==> src/rtl/pipecarry_counter.sv <==
module pipecarry_counter #(
  parameter int W = 32
) (
  input  logic         clk,
  input  logic         clr,
  input  logic         en,
  input  logic         snap_req,
  output logic [W-1:0] snap_val,
  output logic         snap_vld
);

  logic [W-1:0] bits;
  logic [W-1:0] cry;
  logic [W-1:0] cin;
  logic [W-1:0] aligned;
  logic [W-2:0] req_pipe;

  assign cin = {cry[W-2:0], en};

  always_ff @(posedge clk) begin
    if (clr) begin
      bits <= '0;
      cry  <= '0;
    end else begin
      bits <= bits ^ cin;
      cry  <= cin & bits;
    end
  end

  always_ff @(posedge clk) begin
    if (clr) req_pipe <= '0;
    else     req_pipe <= {req_pipe[W-3:0], snap_req};
  end

  for (genvar i = 0; i < W; i++) begin : g_deskew
    localparam int D = W - 1 - i;
    if (D == 0) begin : g_direct
      assign aligned[i] = bits[i];
    end else begin : g_delay
      logic [D-1:0] sh;
      always_ff @(posedge clk) begin
        sh[0] <= bits[i];
        for (int k = 1; k < D; k++) sh[k] <= sh[k-1];
      end
      assign aligned[i] = sh[D-1];
    end
  end

  always_ff @(posedge clk) begin
    if (clr) begin
      snap_val <= '0;
      snap_vld <= 1'b0;
    end else begin
      snap_vld <= req_pipe[W-2];
      if (req_pipe[W-2]) snap_val <= aligned;
    end
  end

endmodule

==> config.mk <==
export PLATFORM = sky130hd
export DESIGN_NAME = pipecarry_counter
export DESIGN_NICKNAME = d
export VERILOG_FILES = /design/src/rtl/pipecarry_counter.sv
export SDC_FILE = /design/constraint.sdc
export NUM_CORES = 1
export LEC_CHECK = 0
export ABC_AREA = 1
export BUFFER_PORTS_ARGS = -buffer_cell sky130_fd_sc_hd__buf_4
export CORE_ASPECT_RATIO = 1.25
export CORE_MARGIN = 2
export CORE_UTILIZATION = 50
export DETAILED_ROUTE_END_ITERATION = 8
export GPL_ROUTABILITY_DRIVEN = 0
export PLACE_DENSITY_LB_ADDON = 0.25
export SLEW_MARGIN = 0
export SYNTH_ARGS = -nofsm -noshare
export SYNTH_HDL_FRONTEND = slang
export SYNTH_SLANG_ARGS = --single-unit
==> constraint.sdc <==
create_clock -name clk -period 0.85 [get_ports clk]
set_input_delay 0.17 -clock clk [delete_from_list [all_inputs] [get_ports clk]]
set_output_delay 0.17 -clock clk [all_outputs]
set_load 0.02 [all_outputs]
Word-level counts from Yosys, hierarchy flattened
Index checks and enable logic that the tools add are counted.
{"block": "totals", "reg_bits": 623, "word_cells": 38, "out_inout_bits": 33}
{"block": "op_classes", "n_bitwise": 2}
{"operator": "bitwise XOR 32 bit", "count": 1}
{"operator": "bitwise AND 31 bit", "count": 1}

Logic depth before layout (Yosys ltp)
{"block": "logic_depth", "word_depth": 1, "mapped_depth": 5, "ltp_nobuf": 4}

Worst setup path after synthesis
Ideal clock, no wire load.
{"block": "synth_timing", "path_type": "register to register", "from": "register req_pipe[30]", "to": "register snap_val[10]", "path_stages_with_launch": 5, "required_ns": 0.737, "path_slack_ns": 0.012, "arrival_ns": 0.725, "synth_period_minus_slack_ns": 0.838, "setup_time_ns": 0.113, "cell_sequence": "dfxtp_1 > buf_4 > buf_4 > nor2_1 > nor2_1"}
{"item": "from (decl)", "line": "16", "rtl": "logic [W-2:0] req_pipe;"}
{"item": "from (signal assigned)", "line": "32", "rtl": "else req_pipe <= {req_pipe[W-3:0], snap_req};"}
{"item": "to (signal assigned)", "line": "55", "rtl": "if (req_pipe[W-2]) snap_val <= aligned;"}
{"item": "to (decl)", "line": "8", "rtl": "output logic [W-1:0] snap_val,"}

Worst setup path in the final report
{"block": "layout_timing", "from": "register snap_val[16]", "to": "output port snap_val[16]"}
No word-level cell between the ends.

==> impl_results.md <==
- Crit path max-delay family: flip-flops
- Critical Path Source Type: flop
- First-pass GRT wire length: 23,200 um
- Wire per inst: 9.47 um
- Yosys warnings: 0
- CTS Root Cell: clkbuf_16
- Post-Synthesis Cells: 1,028
- Most common cell after layout, fill and taps aside: dfxtp_1
- DR vias: 6,085
- Row count: 69
- Nets: 1,157
- Failing checks: setup timing
- CTS Buffer Depth: 3
- Sequential cell area: 12,500 um2
- TNS Setup: -13.31 ns
- Period utilization: 1.39
- Setup violators final: 66
- Starting Density: 0.506
- Drt first-iter violations: 218
- Worst-skew pair later-pin latency: 0.55 ns
- Worst EP arrival: 1.01 ns
- Multi-input gate area in the final layout: 1470 um2
- Critical-path cell list: buf_6
- Final Instance Area: 17,500 um2
- Area grow syn2layout: 21.4%
- Most frequent cells in the layout: 587 x dfxtp_1, 136 x nor2_1, 126 x inv_1, 60 x clkbuf_16, 37 x buf_6
- Number of remaining DRC errors: 0
- Post-Place Worst Slack: 0.00475 ns
- Outcome: finished with violations
- DP Area: 15,000 um2
- I/O pins: 37
- Mapped Nets: 1,063
- RSZ-0062 raised after global routing: yes
- Drt via density: 4.01
- Max-slew violations: 0
- Max VDD drop: 1.86 mV
- Vias in the first global route: 5,657
- Die ar.: 30,100 um2
- Hold WC Path Type: in -> reg
- CP Class: reg -> out
- LEAKAGE: 7.21 nW
- CP max stage delay: 0.35 ns
- Critical path data required time: 0.68 ns
- Clock slew at reported path FFs: 0.06 ns
- Layout cell share with drive strength beyond 1: 0.202
- Final WS setup: -0.329 ns
- Slew at the pin with the worst max-slew slack: 0.234 ns
- Hold Fails Final Rpt: 0
- Mapped cell area: 14,400 um2
- CTS tree: built
- Crit path max fanout: 2
- # Max-Cap Violations: 0
- Antenna violations before repair: 0
- Worst path buffer plus inverter count: 1
- H-tree levels: 2
- Total gr overflow: 0
- Syn_area_per_cell: 14.0 um2
- Tot GR Track Use: 0.0913
- Die Ht: 194 um
- PD cells: 3010 nW/um2
- Post-route ant nets: 0
- WL final: 14,400 um
- Distinct cells, synth: 9
- Fill cell count: 2,072
- Yosys reg bits: 623
- Post-DP HPWL: 6750 um
- CP max stage cell: dfxtp_2
- # diodes: 0
- DRT Pass-1 Iters: 4
- Core Region: 28,400 um2
- Die X: 156 um
- Period minus WS final: 1.18 ns
- Clock Skews: 0.0137 ns
- Post-synthesis sequential area ratio: 0.868
- Largest net degree at the start of global routing: 57
- Headroom to the max-slew limit: 0.844
- Critical Path End Type: output port
- CTS buffer count: 53
- Max Fclk: 848 MHz
- Clock sink count: 623
- Port Buffers: 36
## power by group
group	switching, W	internal [W]
Clock	0.00938	0.0135
Combinational	0.000145	0.0000803
Sequential	0.0000542	0.0294
## final cells by class
| class | count | area share |
|---|---|---|
| sequential | 623 | 0.717 |
| clock buffer | 83 | 0.0917 |
| multi-input combinational | 257 | 0.0840 |
| timing repair buffer | 60 | 0.0467 |
| inverter | 127 | 0.0273 |
| tap | 355 | 0.0254 |
| clock inverter | 14 | 0.00753 |
## cell usage after synthesis
master,n,area share
inv_1,126,0.033
nand2_1,66,0.017
inv_2,1,0.00026
dfxtp_1,623,0.87
buf_4,6,0.0031
buf_2,4,0.0014
nor2_1,160,0.042
ha_1,31,0.027
buf_6,11,0.0086
## registers in the layout, indices dropped and copies added (netlist names)
register	flops
snap_val	32
req_pipe	31
bits	32
cry	31
snap_vld	1
g_deskew.g_delay.sh	496
## logic make-up (layout without fill, tap and decap cells)
| family | Yosys count | count (layout) | share of synthesized area |
|---|---|---|---|
| buffers and inverters | 148 | 284 | 0.0463 |
| adders and majority gates | 31 | 31 | 0.0270 |
| DFF | 623 | 623 | 0.868 |
| and+or+nand+nor | 226 | 226 | 0.0590 |
## routing by layer
| layer | vias to the layer above | wire [um] | global-route usage |
|---|---|---|---|
| met3 | 43 | 617 | 0.0305 |
| met1 | 2730 | 6050 | 0.0990 |
| met2 | 91 | 7290 | 0.160 |
| met4 | 0 | 437 | 0.0432 |
| met5 | - | 0 | 0 |
| li1 | 3221 | - | - |
## through the flow
| step | power [W] | std cells | util | hold WS, ns |
|---|---|---|---|---|
| CTS | 0.0534 | 1505 | 0.597 | 0.0402 |
| global route | 0.0546 | 1519 | 0.614 | 0.0610 |
| floorplan | 0.0303 | 1028 | - | 0.277 |
| finish | 0.0526 | 1519 | 0.614 | 0.0579 |
| detailed placement | 0.0304 | 1403 | 0.528 | 0.312 |
| global placement | 0.0303 | 1403 | 0.528 | 0.309 |
## worst paths after layout
path / start / endpoint / slack [ns] / depth (start not counted)
setup / recovery: snap_val[16]$_SDFFE_PP0P_ / snap_val[16] / -0.33 / 1
hold reg to reg: g_deskew[1].g_delay.sh[6]$_DFF_P_ / g_deskew[1].g_delay.sh[7]$_DFF_P_ / 0.32 / 0
setup reg to reg: req_pipe[30]$_SDFF_PP0_ / snap_val[13]$_SDFFE_PP0P_ / -0.18 / 4
hold / removal: clr / req_pipe[7]$_SDFF_PP0_ / 0.06 / 3
## repair_timing
item | 4_1_cts | 5_1_grt
hold endpoints to repair | 2 | 0
hold buffers | 2 | 0
gates resized for setup | 69 | 80
setup buffers | 2 | 5
endpoints found under the setup margin | 34 | 65
pin swaps | 0 | 32
gates cloned | 1 | 9
(Power assumes the default switching activity.)
